## src/rtl/gpio_irq_pkg.sv

```systemverilog
package gpio_irq_pkg;

  typedef enum logic [1:0] {
    SENSE_LEVEL = 2'd0,
    SENSE_ONE   = 2'd1,
    SENSE_ANY   = 2'd2
  } sense_e;

  function automatic sense_e decode_sense(input logic trig_edge, input logic trig_any);
    if (!trig_edge)    return SENSE_LEVEL;
    else if (trig_any) return SENSE_ANY;
    else               return SENSE_ONE;
  endfunction

endpackage

```

## src/rtl/gpio_sync.sv

```systemverilog
module gpio_sync #(
  parameter int WIDTH  = 16,
  parameter int STAGES = 2
) (
  input  logic             clk,
  input  logic             rst_n,
  input  logic [WIDTH-1:0] d_i,
  output logic [WIDTH-1:0] q_o
);
  localparam int LAST = STAGES - 1;

  logic [WIDTH-1:0] stage_q [STAGES];

  always_ff @(posedge clk or negedge rst_n) begin
    if (!rst_n) begin
      for (int s = 0; s < STAGES; s++) stage_q[s] <= '0;
    end else begin
      stage_q[0] <= d_i;
      for (int s = 1; s < STAGES; s++) stage_q[s] <= stage_q[s-1];
    end
  end

  assign q_o = stage_q[LAST];
endmodule

```

## src/rtl/gpio_pin_sense.sv

```systemverilog
module gpio_pin_sense
  import gpio_irq_pkg::*;
(
  input  logic clk,
  input  logic rst_n,
  input  logic smp_i,
  input  logic out_en_i,
  input  logic in_en_i,
  input  logic trig_edge_i,
  input  logic trig_any_i,
  input  logic pol_i,
  output logic lvl_o,
  output logic irq_o
);
  logic   lvl_q, irq_q, lvl_d, irq_d;
  logic   accept, rise, fall;
  sense_e mode;

  assign accept = !out_en_i && in_en_i;
  assign mode   = decode_sense(trig_edge_i, trig_any_i);
  assign rise   = smp_i && !lvl_q;
  assign fall   = !smp_i && lvl_q;

  always_comb begin
    lvl_d = accept ? smp_i : lvl_q;
    unique case (mode)
      SENSE_LEVEL: irq_d = accept ? (smp_i ^ pol_i) : irq_q;
      SENSE_ONE:   irq_d = accept && (pol_i ? fall : rise);
      SENSE_ANY:   irq_d = accept && (rise || fall);
      default:     irq_d = 1'b0;
    endcase
  end

  always_ff @(posedge clk or negedge rst_n) begin
    if (!rst_n) begin
      lvl_q <= 1'b0;
      irq_q <= 1'b0;
    end else begin
      lvl_q <= lvl_d;
      irq_q <= irq_d;
    end
  end

  assign lvl_o = lvl_q;
  assign irq_o = irq_q;
endmodule

```

## src/rtl/gpio_irq_merge.sv

```systemverilog
module gpio_irq_merge #(
  parameter int WIDTH = 16
) (
  input  logic [WIDTH-1:0] state_i,
  input  logic [WIDTH-1:0] mask_a_i,
  input  logic [WIDTH-1:0] mask_b_i,
  output logic             line_a_o,
  output logic             line_b_o
);
  assign line_a_o = |(state_i & mask_a_i);
  assign line_b_o = |(state_i & mask_b_i);
endmodule

```

## src/rtl/gpio_pin_irq.sv

```systemverilog
module gpio_pin_irq #(
  parameter int PINS        = 16,
  parameter int SYNC_STAGES = 2
) (
  input  logic            clk,
  input  logic            rst_n,
  input  logic [PINS-1:0] pin_i,
  input  logic [PINS-1:0] cfg_out_en_i,
  input  logic [PINS-1:0] cfg_in_en_i,
  input  logic [PINS-1:0] cfg_trig_edge_i,
  input  logic [PINS-1:0] cfg_trig_any_i,
  input  logic [PINS-1:0] cfg_polarity_i,
  input  logic [PINS-1:0] cfg_mask_a_i,
  input  logic [PINS-1:0] cfg_mask_b_i,
  output logic [PINS-1:0] in_data_o,
  output logic [PINS-1:0] irq_state_o,
  output logic            irq_a_o,
  output logic            irq_b_o
);
  logic [PINS-1:0] pin_smp;

  gpio_sync #(.WIDTH(PINS), .STAGES(SYNC_STAGES)) u_sync (
    .clk  (clk),
    .rst_n(rst_n),
    .d_i  (pin_i),
    .q_o  (pin_smp)
  );

  for (genvar p = 0; p < PINS; p++) begin : g_pin
    gpio_pin_sense u_sense (
      .clk        (clk),
      .rst_n      (rst_n),
      .smp_i      (pin_smp[p]),
      .out_en_i   (cfg_out_en_i[p]),
      .in_en_i    (cfg_in_en_i[p]),
      .trig_edge_i(cfg_trig_edge_i[p]),
      .trig_any_i (cfg_trig_any_i[p]),
      .pol_i      (cfg_polarity_i[p]),
      .lvl_o      (in_data_o[p]),
      .irq_o      (irq_state_o[p])
    );
  end

  gpio_irq_merge #(.WIDTH(PINS)) u_merge (
    .state_i (irq_state_o),
    .mask_a_i(cfg_mask_a_i),
    .mask_b_i(cfg_mask_b_i),
    .line_a_o(irq_a_o),
    .line_b_o(irq_b_o)
  );
endmodule

```

## config.mk

```make
export PLATFORM = sky130hd
export DESIGN_NAME = gpio_pin_irq
export DESIGN_NICKNAME = d
export VERILOG_FILES = /design/src/rtl/gpio_irq_pkg.sv /design/src/rtl/gpio_sync.sv /design/src/rtl/gpio_pin_sense.sv /design/src/rtl/gpio_irq_merge.sv /design/src/rtl/gpio_pin_irq.sv
export SDC_FILE = /design/constraint.sdc
export NUM_CORES = 1
export LEC_CHECK = 0
export BUFFER_PORTS_ARGS = -buffer_cell sky130_fd_sc_hd__buf_2
export CORE_UTILIZATION = 35
export DETAILED_ROUTE_END_ITERATION = 10
export PLACE_DENSITY = 0.59
export SETUP_SLACK_MARGIN = 0.15
export SYNTH_ARGS = -nofsm -noshare
export SYNTH_HDL_FRONTEND = slang
export SYNTH_SLANG_ARGS = --single-unit
```

## constraint.sdc

```tcl
create_clock -name clk -period 4 [get_ports clk]
set_clock_uncertainty 0.15 [all_clocks]
set_input_delay 0 -clock clk [delete_from_list [all_inputs] [get_ports clk]]
set_output_delay 0 -clock clk [all_outputs]
set_load 0.01 [all_outputs]
```

Word level (Yosys, flattened, before mapping)
Index checks and enable logic that the tools add are counted.
{"block": "op_classes", "n_eq_ne": 48, "mux": 80, "bitwise_logic": 18, "reduce_logical": 162}
{"operator": "$logic_and 1x1->1", "count": 80}
{"operator": "$mux 2", "count": 32}
{"operator": "$logic_not 1->1", "count": 48}
{"operator": "$pmux 1 s3", "count": 16}
{"operator": "$and 16x16->16", "count": 2}
{"operator": "$eq 2x1->1 const B", "count": 16}
{"operator": "$eq 2x2->1 const B", "count": 16}
{"operator": "$logic_not 2->1", "count": 16}
{"operator": "$mux 1", "count": 32}
{"operator": "$ne 2x1->1 const B", "count": 16}
{"operator": "$reduce_or 16->1", "count": 2}
{"operator": "$logic_or 1x1->1", "count": 16}
{"operator": "$xor 1x1->1", "count": 16}
{"block": "word_totals", "reg_bits": 64, "input_bits": 130, "out_inout_bits": 34, "elab_cells": 342}

Longest topological paths before layout
Gate-level depths: netlist of the first run.
{"block": "depth", "ltp_word": 5, "ltp_mapped": 6, "depth_no_buf": 6}

Modules after synthesis
Synthesis of the first run repeated with hierarchy kept, for this count alone.
{"block": "hier_totals", "cells_unflattened": 418, "area_unflattened_um2": 4449.3}
{"module": "gpio_pin_sense", "instances": 16, "cells_per_inst": 22, "area_each_um2": 210.2, "seq_area_each_um2": 50.0}
{"module": "gpio_sync", "instances": 1, "cells_per_inst": 48, "area_each_um2": 920.9, "seq_area_each_um2": 800.8}
{"module": "gpio_irq_merge", "instances": 1, "cells_per_inst": 18, "area_each_um2": 165.2, "seq_area_each_um2": 0.0}

Worst setup path after synthesis of the first run
OpenSTA, ideal clock, no wires.
{"block": "synth_timing", "path_type": "register to register", "startpoint": "reg g_pin[10].u_sense.lvl_q", "endpoint": "reg g_pin[10].u_sense.irq_q", "setup_ps": 67, "arrival_time_ps": 1156, "required_time_ps": 3783, "path_slack_ps": 2627, "path_stages_with_launch": 6, "n_path_buf": 0, "synth_period_minus_slack_ps": 1373, "cell_sequence": "dfrtp_1 inv_1 ha_1 and3_1 a211oi_1 a311o_1"}
{"block": "synth_between", "elab_chain_cells": 5, "word_cells_on_any_way": 8, "cone_classes": "mux: 2; reduce/logical: 6"}
{"item": "start: declaration", "line_no": "gpio_pin_sense.sv:15", "text": "logic lvl_q, irq_q, lvl_d, irq_d;"}
{"item": "start signal: assignment", "line_no": "gpio_pin_sense.sv:39", "text": "lvl_q <= lvl_d;"}
{"item": "$logic_not 1->1", "line_no": "gpio_pin_sense.sv:21", "text": "assign rise = smp_i && !lvl_q;"}
{"item": "$logic_and 1x1->1", "line_no": "gpio_pin_sense.sv:21"}
{"item": "$mux 1 or $logic_or 1x1->1 (tied branches)", "line_no": "gpio_pin_sense.sv:28, gpio_pin_sense.sv:29"}
{"item": "$logic_and 1x1->1, on equally long branches", "line_no": "gpio_pin_sense.sv:28, gpio_pin_sense.sv:29"}
{"item": "$pmux 1 s3 (*)", "line_no": "gpio_pin_sense.sv:26", "text": "unique case (mode)"}
{"item": "end signal: assignment", "line_no": "gpio_pin_sense.sv:40", "text": "irq_q <= irq_d;"}
{"item": "end: declaration", "line_no": "gpio_pin_sense.sv:15"}
Mark *: on every way between the ends. The rest lies on a longest branch, timed or not.
A chain may end at the register's enable or synchronous reset.

Final worst setup path of the first run
{"block": "layout_timing", "startpoint": "reg g_pin[3].u_sense.lvl_q", "endpoint": "reg g_pin[3].u_sense.irq_q"}
{"block": "layout_between", "elab_chain_cells": 5, "word_cells_on_any_way": 8, "cone_classes": "mux: 2; reduce/logical: 6"}
{"item": "start: declaration", "line_no": "gpio_pin_sense.sv:15"}
{"item": "start signal: assignment", "line_no": "gpio_pin_sense.sv:39"}
{"item": "$logic_not 1->1", "line_no": "gpio_pin_sense.sv:21"}
{"item": "$logic_and 1x1->1", "line_no": "gpio_pin_sense.sv:21"}
{"item": "$mux 1 or $logic_or 1x1->1 (tied branches)", "line_no": "gpio_pin_sense.sv:28, gpio_pin_sense.sv:29"}
{"item": "$logic_and 1x1->1, on equally long branches", "line_no": "gpio_pin_sense.sv:28, gpio_pin_sense.sv:29"}
{"item": "$pmux 1 s3 (*)", "line_no": "gpio_pin_sense.sv:26"}
{"item": "end signal: assignment", "line_no": "gpio_pin_sense.sv:40"}
{"item": "end: declaration", "line_no": "gpio_pin_sense.sv:15"}
Marked as above.

==> run_results.csv, run 1 <==
group,metric,value,unit
synthesis,ys_ff_latch,64,
die,core.rowCount,41,
power,p_sw_share,26.8,%
critical_path,r2r_slack,1.03,ns
global_routing,grt_pass1_vias,4382,
synthesis,async_flop_share,100,%
sta,relSlewSlack,55.4,%
die,design.portCount,164,
drt,drc,0,
sta,max_freq,0.337,GHz
worst_hold_path,worstHoldPathType,"input pin to flop",
layout,final_layout_size_suffix_gt1_share,34.7,%
synthesis,syn_area,4690,um^2
place,io_buffers,163,
synthesis,ys_types,29,
layout,n_antenna_cell,0,
clock_network,clk_pin_slew_worst_paths,0.05,ns
drt,drt_iter0_markers,87,
critical_path,cpPeakStageDelay,0.58,ns
die,die-area,13900,um^2
power,combPwrFrac,23.5,%
outcome,status,"completed",
clock_network,cts_hold_buf,82,
critical_path,worstPathRequired,4.06,ns
layout,stdcell_area,6630,um^2
critical_path,worstSetupPathType,"flop to flop",
place,dp_hpwl,8.99,mm
sta,tightestPinTransition,0.668,ns
synthesis,synth_seq_area_share,34.1,%
synthesis,postSynthCellCount,443,
power,power_frac_seq,36.0,%
drt,num_vias,3978,
die,dieWidth,118,um
critical_path,crit_arrival,3.02,ns
place,placed_area,5490,um^2
sta,rsz0062_at_grt,"false",
layout,stdcell_count,844,
global_routing,grt_usage,18.0,%
power,intPower,1.55,mW
clock_network,cts.path.max_buffers,2,
flow_run,max-cap-violations,0,
sta,tns,0,ns
synthesis,avgSynthCellArea,10.6,um^2
clock_network,h-tree-depth,3,
sta,hold_viol,0,
drt,drt-pass1-iter-count,4,
global_routing,grt_max_degree,39,
critical_path,crit_path_frequent_cell,"dlygate4sd3_1",
synthesis,synth_flop_cell,"dfrtp_1",
sta,fin_crit,2.97,ns
drt,drt-total-wl,11.8,mm
layout,final_util,51.7,%
clock_network,cts-resized-gates,0,
die,start_util,36.6,%
clock_network,postCtsSetupRepairBufs,0,
power,clkPwrFrac,40.5,%
clock_network,cts_tree,"yes",
critical_path,critPathMaxFanout,3,
layout,area_growth,41.4,%
critical_path,endpoint_kind,"flop",
synthesis,synth_top_area_share,34.1,%
sta,drv_slew,0,
global_routing,antenna_found_initial,0,
synthesis,synth_top_cells_by_count,"dfrtp_1 (64), ha_1 (64), inv_1 (57)",
power,p_per_area,319,nW/um^2
synthesis,yosysWarnings,0,
global_routing,overflow,0,
die,coreArea,12800,um^2
clock_network,cts_root_buf,"clkbuf_16",
drt,viasPerCell,4.71,
critical_path,path_cells,"inv_1, ha_1, nand3_1, dlygate4sd3_1, o211ai_2, dlygate4sd3_1, o211ai_1, dlygate4sd3_1",
clock_network,clk_latency,0.33,ns
place,place.gp.congestion,0.883,
power,vdd_drop_max,0.211,mV
synthesis,yosys.area.top_type,"dfrtp_1",
clock_network,cts_buffers,9,
clock_network,clock_sinks,64,
sta,post-route-period-util,74.2,%
power,switchingPower,0.567,mW
drt,wire_per_inst,14.0,um
power,leakage,3.38,nW
critical_path,slowest_stage,"dlygate4sd3_1",
global_routing,grt_pass1_wl,19.8,mm
place,place_inst,747,
synthesis,synth_nets,637,
synthesis,synth-edff-count,0,
sta,setup_viol,0,
synthesis,synth_area_leaders,"dfrtp_1 (34%), ha_1 (17%), buf_4 (5.1%), inv_1 (4.6%), mux2_4 (2.9%)",
drt,detail-route-antenna-nets,0,
die,die_h,118,um
critical_path,critPathLaunchType,"flop",
layout,nets,862,
placed cells by master (no fill, tap or decap), drive strengths merged, types with 12 or more instances in the layout:
cell type / synthesis / routed
buf: 32 / 164
dlygate4sd3: 0 / 82
ha: 64 / 64
dfrtp: 64 / 64
inv: 64 / 64
nand2: 25 / 25
nand2b: 23 / 23
o211ai: 18 / 18
o21ai: 16 / 16
and2: 16 / 16
clkbuf: 0 / 12
cell families after synthesis:
kind of cell               count (synthesis)  synth area share (%)
adders and majority gates                 64                  17.1
AOI/OAI and AO/OA                         64                  11.1
xor gates and xnor gates                  16                  2.99
and+or+nand+nor                          123                  20.1
muxes                                     16                  4.37
buffers and inverters                     96                  10.2
DFF                                       64                  34.1
critical path, delay by kind of cell (launching register included):
family / cells / cell delay (ns)
flip-flops: 1 / 0.37
AO/OA/AOI/OAI: 2 / 0.16
adder cells (fa/ha/maj): 1 / 0.29
AND/OR/NAND/NOR: 1 / 0.07
buffers and inverters: 4 / 1.80
power groups by stage:
stage          clock [mW]  sequential, mW  combinational, mW
2_1_floorplan           0           0.753              0.288
3_3_place_gp            0           0.768              0.415
3_5_place_dp            0           0.772              0.427
4_1_cts             0.883           0.761              0.498
5_1_grt             0.902           0.769              0.553
6_report            0.857           0.760              0.497
layer usage:
layer  wire length (um)  GRT usage [%]  vias up
met5                  0              0        -
met2               6070           32.9      100
met4                299           8.01        0
met3                614           4.31       17
met1               4860           19.5     1900
li1                   -              -     1961
through the flow:
stage	hold WS, ns	setup slack, ns	power, mW
6_report	0.00675	1.03	2.11
5_1_grt	0.0343	0.902	2.22
4_1_cts	0.00102	1.10	2.14
3_5_place_dp	-0.0799	2.33	1.20
3_3_place_gp	-0.0849	2.33	1.18
2_1_floorplan	-0.446	2.63	1.04
state kept, by name, indices dropped and copies added (netlist names):
name                 cells
u_sync.stage_q          16
g_pin.u_sense.irq_o     16
g_pin.u_sense.lvl_o     16
u_sync.q_o              16
path summary, 6_finish.rpt:
path / from / end / cells past startpoint
min in group asynchronous: rst_n / u_sync.stage_q[22]$_DFF_PN0_ / 2
worst min register to register: u_sync.stage_q[19]$_DFF_PN0_ / u_sync.q_o[3]$_DFF_PN0_ / 0
max in group asynchronous: rst_n / u_sync.stage_q[20]$_DFF_PN0_ / 3
worst min-delay path: cfg_in_en_i[2] / g_pin[2].u_sense.lvl_o$_DFFE_PN0P_ / 4
worst max-delay path: g_pin[3].u_sense.lvl_o$_DFFE_PN0P_ / g_pin[3].u_sense.irq_o$_DFFE_PN0P_ / 8
worst max register to register: g_pin[3].u_sense.lvl_o$_DFFE_PN0P_ / g_pin[3].u_sense.irq_o$_DFFE_PN0P_ / 8
cell type report:
class,count,area [um^2]
fillers,1176,6190
multi-input cells,283,2610
repair buffers,246,1640
flip-flops and latches,64,1600
clock buffers,12,256
inverters,64,240
well taps,172,215
clock inverters,3,65.1
(Power assumes the default switching activity.)
==> run 2, diff against run 1 <==
Settings changed: ABC_AREA from default to 1, PLACE_DENSITY 0.59 to 0.62.
Clock period 4 ns to 2.5 ns, I/O delays scaled along.
==> run 2 against run 1 <==
  * Via count is 6.9% higher
  * Critical path depth stayed put
  * Global-route usage is 1.1 points lower
  * Count of clock-buffer cells in the layout is 1 lower
  * Area after synthesis is 2.5% lower
  * Routed wire length is 8.3% lower
  * Die area is 2.4% lower
  * Worst hold slack better by 0.036 ns
  * Non-clock buffer count is 14 lower
  * Largest power group unchanged
==> run_results.csv, run 2 <==
group,metric,value,unit
critical_path,crit_buf_inv,4,
clock_network,cts_buffers,9,
layout,area_growth,39.0,%
layout,stdcell_area,6360,um^2
critical_path,crit_arrival,2.08,ns
synthesis,yosys.area.top_type,"dfrtp_1",
synthesis,postSynthCellCount,627,
clock_network,cts_root_buf,"clkbuf_16",
drt,drc,0,
drt,detail-route-antenna-nets,0,
clock_network,postCtsSetupRepairBufs,0,
global_routing,grt_usage,16.9,%
power,leakage,3.87,nW
sta,post-route-period-util,80.5,%
synthesis,post-synth-top-count-cell,"nand2_1",
synthesis,syn_area,4580,um^2
sta,tightestPinTransition,0.838,ns
synthesis,synth_top_area_share,35.0,%
critical_path,path_cells,"dlygate4sd3_1, buf_2, nand2_1, dlygate4sd3_1, nor2_1, nand2_1, nand2_1, dlygate4sd3_1",
power,p_per_area,516,nW/um^2
synthesis,synth_seq_area_share,35.0,%
power,power.total,3.28,mW
drt,drt-pass1-iter-count,4,
global_routing,grt_pass1_vias,3851,
critical_path,cpPeakStageDelay,0.63,ns
synthesis,synth_area_leaders,"dfrtp_1 (35%), ha_1 (17%), nand2_1 (17%), inv_1 (11%), buf_4 (5.2%)",
sta,setup_viol,0,
synthesis,synth-edff-count,0,
synthesis,synth_nets,821,
sta,max_freq,0.497,GHz
clock_network,clock_sinks,64,
drt,viasPerCell,4.19,
sta,relSlewSlack,44.1,%
clock_network,h-tree-depth,3,
clock_network,clk_latency,0.34,ns
clock_network,cts-resized-gates,0,
global_routing,overflow,0,
global_routing,antenna_found_initial,0,
critical_path,worstSetupPathType,"input pin to flop",
layout,final_layout_size_suffix_gt1_share,21.6,%
die,dieWidth,116,um
synthesis,ys_types,13,
outcome,status,"completed",
clock_network,cts.path.max_buffers,2,
layout,final_util,50.2,%
place,place.gp.congestion,0.813,
critical_path,endpoint_kind,"flop",
die,coreArea,12700,um^2
drt,drt-total-wl,10.9,mm
synthesis,synth_flop_cell,"dfrtp_1",
sta,hold_viol,0,
synthesis,synth_top_cells_by_count,"nand2_1 (204), inv_1 (132), dfrtp_1 (64), ha_1 (64), nor2_1 (39)",
sta,tns,0,ns
synthesis,ys_ff_latch,64,
critical_path,critPathMaxFanout,4,
place,io_buffers,163,
drt,num_vias,4251,
die,die-area,13500,um^2
critical_path,crit_family,"buffers and inverters",
critical_path,slowest_stage,"dlygate4sd3_1",
global_routing,grt_max_degree,65,
place,dp_hpwl,8.04,mm
clock_network,cts_hold_buf,69,
synthesis,avgSynthCellArea,7.30,um^2
worst_hold_path,worstHoldPathType,"input pin to flop",
layout,num-fill-cells,1260,
layout,layout_commonest_cell,"nand2_1",
drt,wire_per_inst,10.7,um
layout,n_antenna_cell,0,
die,die_h,116,um
sta,fin_crit,2.01,ns
power,vdd_drop_max,0.348,mV
clock_network,cts_tree,"yes",
clock_network,clk_pin_slew_worst_paths,0.05,ns
critical_path,critPathLaunchType,"input pin",
drt,drt_iter0_markers,137,
sta,rsz0062_at_grt,"false",
synthesis,async_flop_share,100,%
die,start_util,36.1,%
place,placed_area,5370,um^2
global_routing,grt_pass1_wl,17.3,mm
die,core.rowCount,41,
die,design.portCount,164,
flow_run,max-cap-violations,0,
layout,nets,1032,
synthesis,yosysWarnings,0,
sta,drv_slew,0,
critical_path,worstPathRequired,2.56,ns
layout,final_cell_mix,"nand2_1 (204), buf_2 (162), inv_1 (132), dlygate4sd3_1 (69)",
## run 2: cell types whose count changed in the layout (fill, tap and decap cells not counted), moves of 13 or more
cell	previous run	this run
inv_1	57	132
dlygate4sd3_1	82	69
o21ai_0	16	30
nand2_1	25	204
nand3_1	9	35
nor2_1	0	39
nand2b_1	16	0
## run 2: power by group
part	switching (mW)	total, mW	leakage [nW]	internal, mW
Combinational	0.381	0.757	2.94	0.376
Clock	0.452	1.32	0.149	0.864
Sequential	0.0858	1.21	0.784	1.12
Total	0.919	3.28	3.87	2.36
## run 2: area by class of cell
type | count | area, um^2 | area share [%]
multi-input combinational | 399 | 2240 | 35.2
timing repair buffer | 232 | 1510 | 23.7
sequential | 64 | 1600 | 25.2
clock buffer | 11 | 233 | 3.66
tap | 172 | 215 | 3.38
inverter | 132 | 495 | 7.79
clock inverter | 4 | 70.1 | 1.10
## run 2: cells by family (layout without fill, tap and decap cells)
family,Yosys count,in the layout,share of synthesized area [%]
fa+ha+maj,64,64,17.5
buf+inv,164,379,16.1
compound gates,34,34,3.88
xor+xnor,12,12,2.30
flops,64,64,35.0
simple gates,289,289,25.3
## run 2: metrics by stage
step	cells	hold WS, ns	setup slack, ns
after floorplan	627	-0.446	1.21
after global placement	930	-0.0424	1.16
after detailed placement	930	-0.0406	1.16
after CTS	1014	0.0294	0.547
after global routing	1014	0.0918	0.379
final	1014	0.0425	0.488
## run 2: worst paths after layout
path	start	end	slack, ns	cells past startpoint
worst max-delay path	cfg_in_en_i[15]	g_pin[15].u_sense.irq_o$_DFFE_PN0P_	0.49	8
worst min-delay path	cfg_trig_edge_i[0]	g_pin[0].u_sense.irq_o$_DFFE_PN0P_	0.04	5
worst max register to register	g_pin[15].u_sense.lvl_o$_DFFE_PN0P_	g_pin[15].u_sense.irq_o$_DFFE_PN0P_	0.60	10
worst min register to register	u_sync.stage_q[17]$_DFF_PN0_	u_sync.q_o[1]$_DFF_PN0_	0.19	0
max in group asynchronous	rst_n	u_sync.q_o[0]$_DFF_PN0_	1.49	2
min in group asynchronous	rst_n	u_sync.stage_q[21]$_DFF_PN0_	0.17	2
## run 2: worst reg2reg max path: cells and delay by family (launching register included)
family,cells,cell delay (ns)
adder cells (fa/ha/maj),1,0.27
flip-flops,1,0.40
buffers and inverters,3,0.66
AND/OR/NAND/NOR,6,0.31
## run 2: metal layers
layer  wire length [um]  global-route usage, %  vias up
li1                   -                      -     2272
met1               4870                   19.9     1847
met2               5090                   28.8      115
met3                654                   4.15       17
met4                245                   7.95        0
met5                  0                      0        -
==> run 3, diff against run 2 <==
Clock period 2.5 ns to 1.8 ns, I/O delays scaled along.
==> run 3 against run 2 <==
  * The run now ends with negative hold slack left
  * Power grew 39%
  * Highest routed layer unchanged
  * Count of clock-buffer cells in the layout unchanged
  * Die area unchanged
  * Sequential share of layout area down 1.4 points
  * Non-clock buffer count increased by 37
  * Utilization rose by 3.1 points
  * Sequential power grew 39%
  * Worst hold slack worse by 0.068 ns
==> run_results.csv, run 3 (synthesis results as in run 2) <==
group,metric,value,unit
clock_network,clk_pin_slew_worst_paths,0.05,ns
die,coreArea,12700,um^2
critical_path,worstSetupPathType,"flop to output pin",
drt,viasPerCell,4.13,
critical_path,startpoint,"g_pin[5].u_sense.irq_o$_DFFE_PN0P_",
drt,wire_per_inst,10.7,um
critical_path,r2r-start,"g_pin[11].u_sense.lvl_o$_DFFE_PN0P_",
critical_path,critPathLaunchType,"flop",
layout,stdcell_count,1052,
sta,rsz0062_at_grt,"true",
clock_network,clk_latency,0.34,ns
sta,relSlewSlack,75.2,%
layout,final_layout_size_suffix_gt1_share,21.6,%
global_routing,grt_usage,17.6,%
worst_hold_path,worstHoldPathType,"input pin to asynchronous set/reset pin",
clock_network,cts_root_buf,"clkbuf_16",
drt,detail-route-antenna-nets,0,
layout,n_antenna_cell,0,
layout,final_util,53.3,%
drt,drt-total-wl,11.2,mm
flow_run,max-cap-violations,0,
sta,drv_slew,0,
sta,fin_crit,1.55,ns
die,design.portCount,164,
die,dieWidth,116,um
critical_path,r2r_slack,0.43,ns
power,p_per_area,675,nW/um^2
global_routing,grt_pass1_wl,18.0,mm
die,die-area,13500,um^2
place,place.gp.congestion,0.791,
global_routing,grt_max_degree,34,
die,core.rowCount,41,
critical_path,crit_arrival,1.40,ns
sta,hold_viol,25,
sta,max_freq,0.646,GHz
power,vdd_drop_max,0.421,mV
clock_network,cts.path.max_buffers,2,
place,place_inst,931,
layout,layout_commonest_cell,"nand2_1",
drt,num_vias,4342,
drt,drt-pass1-iter-count,4,
outcome,violations,"negative hold slack",
clock_network,cts_buffers,9,
critical_path,r2r_end,"g_pin[11].u_sense.irq_o$_DFFE_PN0P_",
critical_path,critPathMaxFanout,4,
outcome,status,"finished with violations",
clock_network,h-tree-depth,3,
sta,post-route-period-util,85.9,%
clock_network,clock_sinks,64,
critical_path,reg2reg_depth,9,
place,dp_hpwl,8.35,mm
die,start_util,36.1,%
global_routing,antenna_found_initial,0,
sta,holdWs,-0.0259,ns
critical_path,worstPathRequired,1.65,ns
place,io_buffers,163,
critical_path,endpoint_kind,"output pin",
layout,final_cell_mix,"nand2_1 (203), buf_2 (162), inv_1 (132), dlygate4sd3_1 (105), ha_1 (64)",
sta,tightestPinTransition,0.372,ns
global_routing,overflow,0,
drt,drt_iter0_markers,92,
drt,drc,0,
power,leakage,3.99,nW
sta,setup_viol,0,
die,die_h,116,um
layout,nets,1069,
clock_network,postCtsSetupRepairBufs,0,
power,power.total,4.56,mW
clock_network,cts_tree,"yes",
sta,tns,0,ns
layout,area_growth,47.6,%
global_routing,grt_pass1_vias,4119,
run 3: worst max path at each step:
stage | end | slack [ns] | cells after the start
final | irq_a_o | 0.25 | 5
after global routing | irq_a_o | 0.15 | 5
after CTS | irq_a_o | 0.19 | 5
after detailed placement | g_pin[11].u_sense.irq_o$_DFFE_PN0P_ | 0.43 | 9
after global placement | g_pin[10].u_sense.irq_o$_DFFE_PN0P_ | 0.46 | 9
after floorplan | g_pin[11].u_sense.irq_o$_DFFE_PN0P_ | 0.51 | 9
run 3: stage by stage:
step                area (um^2)  worst slack [ns]
floorplan                  4580             0.511
global placement           5390             0.459
finish                     6760             0.253
detailed placement         5390             0.430
global route               6760             0.145
CTS                        6750             0.189
run 3: power by group:
part	internal, mW	switching (mW)	total [mW]
Combinational	0.554	0.537	1.09
Clock	1.14	0.649	1.79
Sequential	1.56	0.120	1.68
Total	3.25	1.31	4.56
run 3: metal layers:
layer | part of all wire [%] | GRT usage, % | vias up
li1 | - | - | 2346
met5 | 0 | 0 | -
met2 | 47 | 29.5 | 110
met4 | 2.7 | 8.63 | 0
met1 | 46 | 21.5 | 1863
met3 | 5.0 | 3.53 | 23
run 3: repair_timing:
action	4_1_cts	5_1_grt
endpoints found under the hold margin	112	0
setup endpoints to repair	0	3
hold buffers	105	0
resized for setup	0	4
run 3: worst max-delay path, cell delays in order (launching register included):
cell	delay, ns
dfrtp_2	0.44
nand2_1	0.08
nand4_1	0.15
nor2_2	0.17
nand3_1	0.08
buf_2	0.14
run 3: layout make-up:
cell class,count,area [um^2]
well taps,172,215
repair buffers,269,1890
clock inverters,5,55.1
clock buffers,11,253
multi-input cells,399,2250
flip-flops and latches,64,1600
inverters,132,495
fillers,1200,5910
